[src/rtl/pmc_regfile_pkg.sv]
package pmc_regfile_pkg;

  typedef enum logic [3:0] {
    SEL_NONE, SEL_CTRL, SEL_EN_SET, SEL_EN_CLR, SEL_OVF, SEL_SWINC,
    SEL_CNTSEL, SEL_CYC, SEL_EVTYPE, SEL_EVCNT, SEL_UEN
  } regSel_e;

  typedef struct packed {
    logic    respond;
    logic    trap;
    logic    rdEn;
    logic    wrCtrl;
    logic    wrEnSet;
    logic    wrEnClr;
    logic    wrOvf;
    logic    wrEvType;
    logic    wrUen;
    regSel_e rdSel;
  } ctlStrobe_t;

endpackage

[src/rtl/pmc_regctl.sv]
module pmc_regctl
  import pmc_regfile_pkg::*;
#(
  parameter int PRIM_W   = 4,
  parameter int SEC_W    = 4,
  parameter int OPC_W    = 3,
  parameter int PRIM_MON = 9,
  parameter int SEC_A    = 12,
  parameter int SEC_B    = 13,
  parameter int SEC_U    = 14
) (
  input  logic              clk,
  input  logic              rstN,
  input  logic              reqValid,
  input  logic              reqWrite,
  input  logic [PRIM_W-1:0] reqPrim,
  input  logic [SEC_W-1:0]  reqSec,
  input  logic [OPC_W-1:0]  reqOpc,
  input  logic              reqKernel,
  input  logic              uenBit,
  output ctlStrobe_t        strobe
);

  regSel_e sel;
  logic    denied;
  logic    okAccess;

  always_comb begin
    sel = SEL_NONE;
    if (reqPrim == PRIM_W'(PRIM_MON)) begin
      if (reqSec == SEC_W'(SEC_A)) begin
        case (reqOpc)
          OPC_W'(0): sel = SEL_CTRL;
          OPC_W'(1): sel = SEL_EN_SET;
          OPC_W'(2): sel = SEL_EN_CLR;
          OPC_W'(3): sel = SEL_OVF;
          OPC_W'(4): sel = SEL_SWINC;
          OPC_W'(5): sel = SEL_CNTSEL;
          default:   sel = SEL_NONE;
        endcase
      end else if (reqSec == SEC_W'(SEC_B)) begin
        case (reqOpc)
          OPC_W'(0): sel = SEL_CYC;
          OPC_W'(1): sel = SEL_EVTYPE;
          OPC_W'(2): sel = SEL_EVCNT;
          default:   sel = SEL_NONE;
        endcase
      end else if (reqSec == SEC_W'(SEC_U) && reqOpc == '0) begin
        sel = SEL_UEN;
      end
    end
  end

  always_comb begin
    denied = 1'b0;
    if (sel == SEL_NONE) denied = 1'b1;
    else if (sel == SEL_UEN) denied = !reqKernel && reqWrite;
    else if (!reqKernel && !uenBit) denied = 1'b1;
    else if (sel == SEL_SWINC && !reqWrite) denied = 1'b1;
  end

  assign okAccess = reqValid && !denied;

  always_comb begin
    strobe          = '0;
    strobe.respond  = reqValid;
    strobe.trap     = reqValid && denied;
    strobe.rdEn     = okAccess && !reqWrite;
    strobe.rdSel    = sel;
    strobe.wrCtrl   = okAccess && reqWrite && sel == SEL_CTRL;
    strobe.wrEnSet  = okAccess && reqWrite && sel == SEL_EN_SET;
    strobe.wrEnClr  = okAccess && reqWrite && sel == SEL_EN_CLR;
    strobe.wrOvf    = okAccess && reqWrite && sel == SEL_OVF;
    strobe.wrEvType = okAccess && reqWrite && sel == SEL_EVTYPE;
    strobe.wrUen    = okAccess && reqWrite && sel == SEL_UEN;
  end

  AST_ONE_WRITE: assert property (@(posedge clk) disable iff (!rstN)
    $onehot0({strobe.wrCtrl, strobe.wrEnSet, strobe.wrEnClr, strobe.wrOvf,
              strobe.wrEvType, strobe.wrUen}));
  AST_USER_GATE: assert property (@(posedge clk) disable iff (!rstN)
    (reqValid && !reqKernel && !uenBit && reqSec != SEC_W'(SEC_U)) |-> strobe.trap);
  AST_USER_UEN_WRITE: assert property (@(posedge clk) disable iff (!rstN)
    (reqValid && !reqKernel && reqWrite && reqPrim == PRIM_W'(PRIM_MON)
     && reqSec == SEC_W'(SEC_U)) |-> (strobe.trap && !strobe.wrUen));

endmodule

[src/rtl/pmc_regdata.sv]
module pmc_regdata
  import pmc_regfile_pkg::*;
#(
  parameter int          DATA_W    = 32,
  parameter int          EVT_W     = 8,
  parameter logic [31:0] CTRL_MASK = 32'h0000_0039,
  parameter logic [31:0] ID_MASK   = 32'hFF00_0000
) (
  input  logic              clk,
  input  logic              rstN,
  input  ctlStrobe_t        strobe,
  input  logic [DATA_W-1:0] wdata,
  input  logic [DATA_W-1:0] idValue,
  input  logic              injValid,
  input  logic [DATA_W-1:0] injMask,
  output logic              uenBit,
  output logic              rspValid,
  output logic [DATA_W-1:0] rspRdata,
  output logic              rspTrap
);

  localparam int EN_BIT = DATA_W - 1;
  localparam logic [DATA_W-1:0] WMASK  = DATA_W'(CTRL_MASK);
  localparam logic [DATA_W-1:0] RMASK  = DATA_W'(ID_MASK);
  localparam logic [DATA_W-1:0] ENMASK = DATA_W'(1) << EN_BIT;

  logic [DATA_W-1:0] ctrlReg;
  logic [DATA_W-1:0] cntEn;
  logic [DATA_W-1:0] ovfReg;
  logic [EVT_W-1:0]  evtReg;
  logic              uenReg;
  logic [DATA_W-1:0] rdMux;
  logic [DATA_W-1:0] ovfClr;
  logic [DATA_W-1:0] ovfSet;

  assign uenBit = uenReg;
  assign ovfClr = strobe.wrOvf ? wdata : '0;
  assign ovfSet = injValid ? injMask : '0;

  always_ff @(posedge clk) begin
    if (!rstN) begin
      ctrlReg <= idValue & RMASK;
      cntEn   <= '0;
      ovfReg  <= '0;
      evtReg  <= '0;
      uenReg  <= 1'b0;
    end else begin
      if (strobe.wrCtrl)   ctrlReg <= (ctrlReg & ~WMASK) | (wdata & WMASK);
      if (strobe.wrEnSet)  cntEn   <= cntEn | (wdata & ENMASK);
      if (strobe.wrEnClr)  cntEn   <= cntEn & ~(wdata & ENMASK);
      if (strobe.wrEvType) evtReg  <= wdata[EVT_W-1:0];
      if (strobe.wrUen)    uenReg  <= wdata[0];
      ovfReg <= (ovfReg & ~ovfClr) | ovfSet;
    end
  end

  always_comb begin
    case (strobe.rdSel)
      SEL_CTRL:              rdMux = ctrlReg;
      SEL_EN_SET, SEL_EN_CLR: rdMux = cntEn;
      SEL_OVF:               rdMux = ovfReg;
      SEL_EVTYPE:            rdMux = DATA_W'(evtReg);
      SEL_UEN:               rdMux = DATA_W'(uenReg);
      default:               rdMux = '0;
    endcase
  end

  always_ff @(posedge clk) begin
    if (!rstN) begin
      rspValid <= 1'b0;
      rspTrap  <= 1'b0;
      rspRdata <= '0;
    end else begin
      rspValid <= strobe.respond;
      rspTrap  <= strobe.trap;
      rspRdata <= strobe.rdEn ? rdMux : '0;
    end
  end

  AST_TRAP_NO_UPDATE: assert property (@(posedge clk) disable iff (!rstN)
    strobe.trap |=> ($stable(ctrlReg) && $stable(cntEn) && $stable(evtReg)
                     && $stable(uenReg)));
  AST_CTRL_MASK: assert property (@(posedge clk) disable iff (!rstN)
    strobe.wrCtrl |=> ((ctrlReg & ~WMASK) == $past(ctrlReg & ~WMASK)));
  AST_EN_SET: assert property (@(posedge clk) disable iff (!rstN)
    (strobe.wrEnSet && wdata[EN_BIT]) |=> cntEn[EN_BIT]);
  AST_OVF_W1C: assert property (@(posedge clk) disable iff (!rstN)
    (strobe.wrOvf && !injValid) |=> ((ovfReg & $past(wdata)) == '0));
  AST_TRAP_ZERO: assert property (@(posedge clk) disable iff (!rstN)
    rspTrap |-> (rspRdata == '0));
  AST_RESP_TIMING: assert property (@(posedge clk) disable iff (!rstN)
    strobe.respond |=> rspValid);

endmodule

[src/rtl/pmc_regfile.sv]
module pmc_regfile
  import pmc_regfile_pkg::*;
#(
  parameter int DATA_W = 32,
  parameter int PRIM_W = 4,
  parameter int SEC_W  = 4,
  parameter int OPC_W  = 3
) (
  input  logic              clk,
  input  logic              rstN,
  input  logic              reqValid,
  input  logic              reqWrite,
  input  logic [PRIM_W-1:0] reqPrim,
  input  logic [SEC_W-1:0]  reqSec,
  input  logic [OPC_W-1:0]  reqOpc,
  input  logic [DATA_W-1:0] reqWdata,
  input  logic              reqKernel,
  input  logic [DATA_W-1:0] idValue,
  input  logic              injValid,
  input  logic [DATA_W-1:0] injMask,
  output logic              rspValid,
  output logic [DATA_W-1:0] rspRdata,
  output logic              rspTrap
);

  ctlStrobe_t strobe;
  logic       uenBit;

  pmc_regctl #(.PRIM_W(PRIM_W), .SEC_W(SEC_W), .OPC_W(OPC_W)) u_ctl (
    .clk(clk), .rstN(rstN), .reqValid(reqValid), .reqWrite(reqWrite),
    .reqPrim(reqPrim), .reqSec(reqSec), .reqOpc(reqOpc),
    .reqKernel(reqKernel), .uenBit(uenBit), .strobe(strobe)
  );

  pmc_regdata #(.DATA_W(DATA_W)) u_data (
    .clk(clk), .rstN(rstN), .strobe(strobe), .wdata(reqWdata),
    .idValue(idValue), .injValid(injValid), .injMask(injMask),
    .uenBit(uenBit), .rspValid(rspValid), .rspRdata(rspRdata),
    .rspTrap(rspTrap)
  );

endmodule

[config.mk]
export PLATFORM = sky130hd
export DESIGN_NAME = pmc_regfile
export DESIGN_NICKNAME = d
export VERILOG_FILES = /design/src/rtl/pmc_regfile_pkg.sv /design/src/rtl/pmc_regctl.sv /design/src/rtl/pmc_regdata.sv /design/src/rtl/pmc_regfile.sv
export SDC_FILE = /design/constraint.sdc
export NUM_CORES = 1
export LEC_CHECK = 0
export ABC_AREA = 1
export CAP_MARGIN = 10
export CORE_MARGIN = 3
export CORE_UTILIZATION = 43
export DETAILED_ROUTE_END_ITERATION = 6
export PLACE_DENSITY_LB_ADDON = 0.3
export SLEW_MARGIN = 40
export SYNTH_ARGS = -nofsm -noshare
export SYNTH_HDL_FRONTEND = slang
export SYNTH_HIERARCHICAL = 1
export SYNTH_SLANG_ARGS = --single-unit
[constraint.sdc]
create_clock -name clk -period 3 [get_ports clk]
set_input_delay 0.6 -clock clk [delete_from_list [all_inputs] [get_ports clk]]
set_output_delay 0.6 -clock clk [all_outputs]
set_load 0.005 [all_outputs]
Word level (Yosys, flattened, before mapping)
Index checks and enable logic that the tools add are counted.
{"block": "word_totals", "word_cells": 73, "ff_bits": 139, "input_bits": 113, "out_inout_bits": 34}
{"block": "classes", "reduce_logical": 23, "n_bitwise": 7, "muxes": 17, "eq_ne": 17}
{"op": "2-to-1 mux 32 bit", "count": 6}
{"op": "one-hot mux 32 bit (5 select lines)", "count": 1}
{"op": "AND 32 bit", "count": 2}
{"op": "NOT 32 bit", "count": 2}
{"op": "OR 32 bit", "count": 2}
{"op": "OR 32 x 6 -> 32 bit", "count": 1}
{"op": "== test 4 bit (second input constant)", "count": 6}
{"op": "one-hot mux 3 bit (6 select lines)", "count": 1}
{"op": "2-to-1 mux 4 bit", "count": 4}
{"op": "logical AND 1 bit", "count": 14}
{"op": "one-hot mux 4 bit (3 select lines)", "count": 1}
{"op": "== test 4 x 2 -> 1 bit (second input constant)", "count": 2}
{"op": "== test 4 x 3 -> 1 bit (second input constant)", "count": 2}
{"op": "== test 3 x 2 -> 1 bit (second input constant)", "count": 2}
{"op": "== test 3 bit (second input constant)", "count": 2}
{"op": "== test 4 x 1 -> 1 bit (second input constant)", "count": 1}
{"op": "logical NOT 1 bit", "count": 4}
{"op": "logical NOT 4 bit", "count": 1}
{"op": "2-to-1 mux 1 bit", "count": 4}
{"op": "== test 3 x 1 -> 1 bit (second input constant)", "count": 1}
{"op": "logical NOT 3 bit", "count": 1}
{"op": "!= test 2 x 1 -> 1 bit (second input constant)", "count": 1}
{"op": "AND reduction 2 bit", "count": 1}
{"op": "nonzero test 2 bit", "count": 1}
{"op": "OR reduction 2 bit", "count": 1}

Depth between registers and ports, before layout
Gate-level depths: netlist of run 1.
{"block": "depth", "ltp_word": 20, "mapped_depth": 17, "mapped_depth_nobuf": 16}

By module
The synthesis of run 1 kept the hierarchy.
{"module": "pmc_regdata", "cells_each": 421, "seq_area_each_um2": 1841.8, "n_inst": 1, "area_each_um2": 3323.2}
{"module": "pmc_regctl", "cells_each": 76, "seq_area_each_um2": 0.0, "n_inst": 1, "area_each_um2": 395.4}

Worst setup path before layout of run 1
No wires, ideal clock.
{"block": "synth_timing", "path_kind": "input to register", "startpoint": "in reqPrim[1]", "endpoint": "reg u_data.evtReg[1]", "arrival_ns": 2.320, "path_buffers": 0, "setup_ns": 0.122, "setup_slack_ns": 0.558, "required_time_ns": 2.878, "path_stages": 14, "path_cell_list": "nor2_1 -> nand3_2 -> inv_1 -> nand3_1 -> nor2_2 -> nor2_2 -> nand2_1 -> nand2_1 -> inv_2 -> nand4_4 -> nor2_1 -> clkinv_1 -> o21ai_0 -> a21oi_1"}
{"item": "start: declaration", "line_no": "pmc_regfile.sv:13", "source": "input logic [PRIM_W-1:0] reqPrim,"}
{"item": "end signal: assignment", "line_no": "pmc_regdata.sv:51", "source": "if (strobe.wrEvType) evtReg <= wdata[EVT_W-1:0];"}
{"item": "end: declaration", "line_no": "pmc_regdata.sv:30", "source": "logic [EVT_W-1:0] evtReg;"}

==> reports/qor_table.md, run 1 <==
| Metric | Value | Unit |
| --- | --- | --- |
| 1st-pass router iterations | 4 | - |
| Crit start category | primary input | - |
| Run status | complete, no violations | - |
| Number of I/O pins | 147 | - |
| Via-per-instance ratio | 4.81 | - |
| Crit Path Max Fanout | 10 | - |
| Number of nets in the finished design | 737 | - |
| Setup repair after global routing missed its margin | false | - |
| ANT cells | 0 | - |
| Weighted congestion at the end of routability-driven global placement | 0.816 | - |
| Arithmetic-cell share of the synthesized area counting full adders, half adders and majority gates | 0 | - |
| Class of the worst hold path | flop to flop | - |
| Wire length per cell after detailed routing | 13.0 | um |
| Dominant combinational cell family by area after synthesis | simple AND/OR/NAND/NOR gates | - |
| Final Routed Wirelength | 9.56 | mm |
| Most frequent standard cell in the layout excluding fill and tap cells | nand2_1 | - |
| Quantity of I/O buffers inserted on ports | 122 | - |
| Period minus WS final | 2.62 | ns |
| Number of nets produced by synthesis | 610 | - |
| Clk pin slew, worst setup/hold paths | 0.08 | ns |
| H-tree depth reported by CTS | 3 | - |
| Type of the setup path with the least slack | primary input to flop | - |
| Hold Path Cell Cnt | 2 | - |
| Largest net degree at the start of global routing | 33 | - |
| VDD IR-drop max | 0.000300 | V |
| Fraction of the mapped netlist area in simple logic gates | 0.338 | - |
| Count of mapped cells out of synthesis | 497 | - |
| Number of hold-repair buffers added at the cts stage | 0 | - |
| Number of pins with negative max-slew slack in the final report | 0 | - |
| First-pass GRT wire length | 15.8 | mm |
| Share of layout cells above drive strength 1 | 0.0922 | - |
| Post-CTS Setup Bufs | 0 | - |
| Total clock sinks | 88 | - |
| Hold WS | 0.453 | ns |
| Initial antenna violation count | 0 | - |
| Chip Width | 99.0 | um |
| Avg Synthesized Cell Area | 7.48 | um2 |
| Buffer type at the clock tree root | clkbuf_8 | - |
| Fill cells | 754 | - |
| Total congestion overflow | 0 | - |
| Number of max-capacitance violations reported | 0 | - |
| Skew-Pair Late Insertion Delay | 0.35 | ns |
| Initial core utilization | 0.448 | - |
| Power density relative to cell area | 435 | mW/mm2 |
| R2R depth | 8 | - |
| CTS max path bufs | 2 | - |
| Number of storage elements in the synthesis netlist | 88 | - |
| Share of the yosys chip area belonging to registers | 0.495 | - |
| DP HPWL | 6.99 | mm |
| Final worst clock skew | 0.00681 | ns |
| Required time reported for the critical path endpoint | 3.24 | ns |
| Number of nets still failing antenna checks after routing | 0 | - |
| Overall die area | 0.00980 | mm2 |
| Clock tree from TritonCTS | yes | - |
| Share of cell area taken by muxes after synthesis | 0 | - |
| Netlist Area Pre-Place | 0.00372 | mm2 |
| Floorplan die height | 99.0 | um |
| Total Power | 2300 | uW |
| Core region area | 0.00830 | mm2 |
| Normalized max-slew margin | 0.694 | - |
| Tightest Pin Transition | 0.458 | ns |
| Final period utilization | 0.872 | - |
| Initial detailed-routing violation count | 97 | - |
| Max Freq | 0.382 | GHz |
| Final core occ | 0.639 | - |
| Sort of element at the end of the critical path | flop | - |
| Layout-stage area growth over the synthesis result | 42.5 | % |
| Floorplan row count | 33 | - |
| DRC violation count after routing | 0 | - |
| CTS buffer count | 9 | - |
| Compound-Gate Fraction of Synth Area | 0.0912 | - |
| Number of unique standard cell types used by synthesis | 27 | - |
| Final hold violations | 0 | - |
| Vias in the first global route | 3,550 | - |
| Crit path DAT | 2.85 | ns |
| CTS-repair resized insts | 0 | - |
| Leakage dissipation | 0.00208 | uW |
| Number of setup violations in the final report | 0 | - |
| Post-synthesis xor/xnor area fraction | 0 | - |
| Number of warnings reported in the yosys synthesis log | 6 | - |
| Post-Route Setup TNS | 0 | ns |
| Number of vias in the routed layout | 3,529 | - |
| Global Route Usage Sum | 0.199 | - |
| Highest-count cells in the layout ignoring fill and taps | 140 x nand2_1, 122 x clkdlybuf4s50_1, 80 x dfxtp_1 | - |
## routing by layer
| layer | track usage | routed length [um] |
|---|---|---|
| met4 | 0.0641 | 161 |
| met2 | 0.338 | 4600 |
| met5 | 0 | 0 |
| met1 | 0.231 | 3870 |
| met3 | 0.0743 | 924 |
## layout make-up
type | instances | area [um2] | area share
clock buffer | 12 | 156 | 0.0295
clock inverter | 4 | 48.8 | 0.00921
inverter | 47 | 176 | 0.0333
multi-input combinational | 341 | 1600 | 0.302
sequential | 88 | 1840 | 0.347
tap | 105 | 131 | 0.0248
timing repair buffer | 137 | 1350 | 0.254
## cells in the mapped netlist
cell / number / area (um2)
dfxtp_1: 80 / 1600
inv_1: 43 / 161
o21bai_4: 1 / 18.8
buf_6: 1 / 11.3
nand3_1: 40 / 200
a21oi_2: 1 / 8.76
o21ai_0: 16 / 80.1
clkinv_1: 2 / 7.51
a21oi_1: 41 / 205
nor2_4: 4 / 45.0
buf_4: 3 / 22.5
nor2_2: 10 / 62.6
and3_2: 1 / 7.51
edfxtp_1: 8 / 240
nor3b_1: 16 / 120
buf_2: 5 / 25.0
nand4_1: 1 / 6.26
a21boi_0: 1 / 7.51
o21bai_2: 1 / 11.3
inv_2: 2 / 7.51
a211oi_1: 1 / 7.51
nor2_1: 59 / 221
clkbuf_1: 12 / 45.0
nand4_4: 1 / 21.3
nand2_2: 6 / 37.5
nand2_1: 140 / 526
nand3_2: 1 / 10.0
## critical path, stage by stage
cell	delay, ns
clkdlybuf4s50_1	0.47
nand2_2	0.10
nor2_4	0.18
inv_1	0.09
nand2_1	0.11
nand2_1	0.08
nor2_2	0.09
nor2_2	0.06
nand2_1	0.08
nand2_1	0.06
inv_2	0.08
nand4_4	0.12
nor2_1	0.18
clkinv_1	0.26
o21ai_0	0.23
a21oi_1	0.06
## cells by family after synthesis
| family | after synthesis |
|---|---|
| AO/OA/AOI/OAI | 62 |
| buffers and inverters | 68 |
| flip-flops | 88 |
| AND/OR/NAND/NOR | 279 |
## path summary, 6_finish.rpt
kind / endpoint / slack (ns) / start
setup / recovery: u_data/evtReg[2] / 0.38 / reqSec[2]
hold / removal: u_data/evtReg[1] / 0.45 / u_data/evtReg[1]
setup reg to reg: u_data/evtReg[2] / 1.32 / u_data/uenBit
hold reg to reg: u_data/evtReg[1] / 0.45 / u_data/evtReg[1]
## per-stage QoR
step                instance area [um2]  worst slack, ns  std cells
detailed placement                 5090           0.0319        718
global placement                   5090            0.112        718
floorplan                          3720            0.558        497
global route                       5300            0.109        734
finish                             5300            0.383        734
CTS                                5300            0.402        734
## where the power goes
group,switching [uW],total (uW),internal [uW],leakage [uW]
Sequential,17.6,1240,1220,0.000729
Combinational,87.9,229,141,0.00125
Clock,396,833,437,0.000106
Total,502,2300,1800,0.00208
## state kept, by name (all words and copies together), names as in the netlist, named ones only
register / cells
u_data/ctrlReg: 12
u_data/rspRdata: 32
u_data/uenBit: 1
u_data/evtReg: 8
u_data/rspTrap: 1
u_data/rspValid: 1
u_data/ovfReg: 32
No activity file was read; power rests on OpenSTA's default activity.
==> run 2: changes to the inputs <==
CORE_MARGIN = unset   (was 3)
PLACE_DENSITY_LB_ADDON = 0.1   (was 0.3)
SLEW_MARGIN = unset   (was 40)
==> reports/qor_table.md, run 2 (synthesis results as in run 1) <==
| Metric | Value | Unit |
| --- | --- | --- |
| Crit start category | primary input | - |
| Initial core utilization | 0.448 | - |
| Crit path DAT | 2.86 | ns |
| Normalized max-slew margin | 0.668 | - |
| Share of layout cells above drive strength 1 | 0.0908 | - |
| Chain of cells forming the critical path | clkdlybuf4s50_1 > inv_1 > nand2_2 > nand3_1 > nand2_1 > nand3_1 > nor2_2 > nor2_2 > nand2_1 > nand2_1 > inv_2 > nand4_4 > nor2_1 > clkinv_1 > o21ai_0 > a21oi_1 | - |
| Highest-count cells in the layout ignoring fill and taps | 140 x nand2_1, 122 x clkdlybuf4s50_1, 80 x dfxtp_1 | - |
| Worst path most repeated cell | nand2_1 | - |
| Number of max-capacitance violations reported | 0 | - |
| Overall die area | 0.00902 | mm2 |
| Worst Hold Launch | u_data/evtReg[2] | - |
| Clk pin slew, worst setup/hold paths | 0.09 | ns |
| Core region area | 0.00830 | mm2 |
| Leakage dissipation | 0.00207 | uW |
| Start point of the critical path | reqOpc[0] | - |
| DP HPWL | 6.47 | mm |
| Number of hold-repair buffers added at the cts stage | 0 | - |
| Register share of total power | 0.537 | - |
| Maximum cell stage delay along the critical path | 0.51 | ns |
| Required time reported for the critical path endpoint | 3.25 | ns |
| VDD IR-drop max | 0.000308 | V |
| Number of I/O pins | 147 | - |
| Registers with the most flip-flops | u_data/ovfReg: 32 flops, u_data/rspRdata: 32 flops, u_data/ctrlReg: 12 flops | - |
| Floorplan die height | 95.0 | um |
| Setup repair after global routing missed its margin | false | - |
| Part of the power in combinational logic | 0.098 | - |
| CTS buffer count | 9 | - |
| Total congestion overflow | 0 | - |
| 1st-pass router iterations | 5 | - |
| H-tree depth reported by CTS | 3 | - |
| Quantity of I/O buffers inserted on ports | 122 | - |
| Clock network fraction of total power | 0.365 | - |
| Final Routed Wirelength | 9.28 | mm |
| Sort of element at the end of the critical path | flop | - |
| Final worst clock skew | 0.0105 | ns |
| Period minus WS final | 2.61 | ns |
| Post-Route Setup TNS | 0 | ns |
| Type of the setup path with the least slack | primary input to flop | - |
| Number of pins with negative max-slew slack in the final report | 0 | - |
| Vias in the first global route | 3,254 | - |
| ANT cells | 0 | - |
| Final period utilization | 0.870 | - |
| Internal portion of total power | 1790 | uW |
| Layout-stage area growth over the synthesis result | 42.5 | % |
| Global Route Usage Sum | 0.218 | - |
| CTS-repair resized insts | 0 | - |
| Via-per-instance ratio | 4.76 | - |
| Proportion of total power due to net switching | 0.224 | - |
| Buffer type at the clock tree root | clkbuf_8 | - |
| Number of nets still failing antenna checks after routing | 0 | - |
| Number of nets in the finished design | 736 | - |
| Power density relative to cell area | 436 | mW/mm2 |
| Initial antenna violation count | 0 | - |
| Max Freq | 0.383 | GHz |
| Final hold violations | 0 | - |
| Class of the worst hold path | flop to flop | - |
| Total clock sinks | 88 | - |
| Initial detailed-routing violation count | 98 | - |
| Largest net degree at the start of global routing | 42 | - |
| Most frequent standard cell in the layout excluding fill and tap cells | nand2_1 | - |
| Switching power summed over all nets | 518 | uW |
| Wire length per cell after detailed routing | 12.7 | um |
| Number of setup violations in the final report | 0 | - |
| Run status | complete, no violations | - |
| Chip Width | 95.0 | um |
| Weighted congestion at the end of routability-driven global placement | 0.838 | - |
| Worst-path cell with the longest stage delay | clkdlybuf4s50_1 | - |
| CTS max path bufs | 2 | - |
| DRC violation count after routing | 0 | - |
| First-pass GRT wire length | 15.0 | mm |
| Floorplan row count | 33 | - |
| Clock tree from TritonCTS | yes | - |
| Crit Path Max Fanout | 10 | - |
| Reg-to-reg startpoint | u_data/uenBit | - |
| Number of vias in the routed layout | 3,490 | - |
| Post-CTS Setup Bufs | 0 | - |
| Final core occ | 0.638 | - |
| Tightest Pin Transition | 0.498 | ns |
| Skew-Pair Late Insertion Delay | 0.36 | ns |
-- run 2: cell count changes in the layout (fill, tap and decap cells not counted) --
cell and change:
clkbuf_8 +1, buf_4 -1, bufinv_16 -1, clkinvlp_4 +1, clkinv_2 -2, clkbuf_16 +1
-- run 2: per-stage QoR --
stage	power (uW)	worst slack, ns	area, um2	cells	hold slack (ns)
floorplan	1350	0.558	3720	497	0.429
global placement	1490	0.0564	5090	717	0.435
detailed placement	1500	0.0460	5090	717	0.441
CTS	2340	0.445	5300	733	0.454
global route	2410	0.160	5300	733	0.483
finish	2310	0.389	5300	733	0.456
-- run 2: power by group through the flow --
stage	sequential (uW)	combinational [uW]	clock (uW)
2_1_floorplan	1260	83.9	0
3_3_place_gp	1270	222	0
3_5_place_dp	1270	226	0
4_1_cts	1240	228	873
5_1_grt	1250	248	911
6_report	1240	226	844
-- run 2: metal layers --
metal  vias to the layer above  global-route usage  part of all wire
met5                         -                   0                 0
met1                      1556               0.264              0.44
met4                         0              0.0707            0.0099
li1                       1823                   -                 -
met2                       103               0.363              0.48
met3                         8              0.0741             0.076
-- run 2: layout make-up --
cell class,count,area [um2]
clock inverter,2,16.3
multi-input combinational,341,1600
tap,105,131
fill,736,3000
inverter,47,176
clock buffer,14,195
sequential,88,1840
timing repair buffer,136,1340
-- run 2: path summary, 6_finish.rpt --
path | to | slack (ns) | cells after the start
hold / removal | u_data/evtReg[2] | 0.46 | 2
setup reg to reg | u_data/evtReg[6] | 1.29 | 8
hold reg to reg | u_data/evtReg[2] | 0.46 | 2
setup / recovery | u_data/evtReg[6] | 0.39 | 16
-- run 2: worst max-delay path, delay by kind of cell --
family	cells	cell delay, ns
AOI/OAI and AO/OA	2	0.29
buffers and inverters	4	0.93
and+or+nand+nor	10	1.03
==> run 3: changes to the inputs <==
TNS_END_PERCENT = 100   (was unset)
==> results of run 3 <==
Final layout, timing and power as in run 2 (identical DEF).
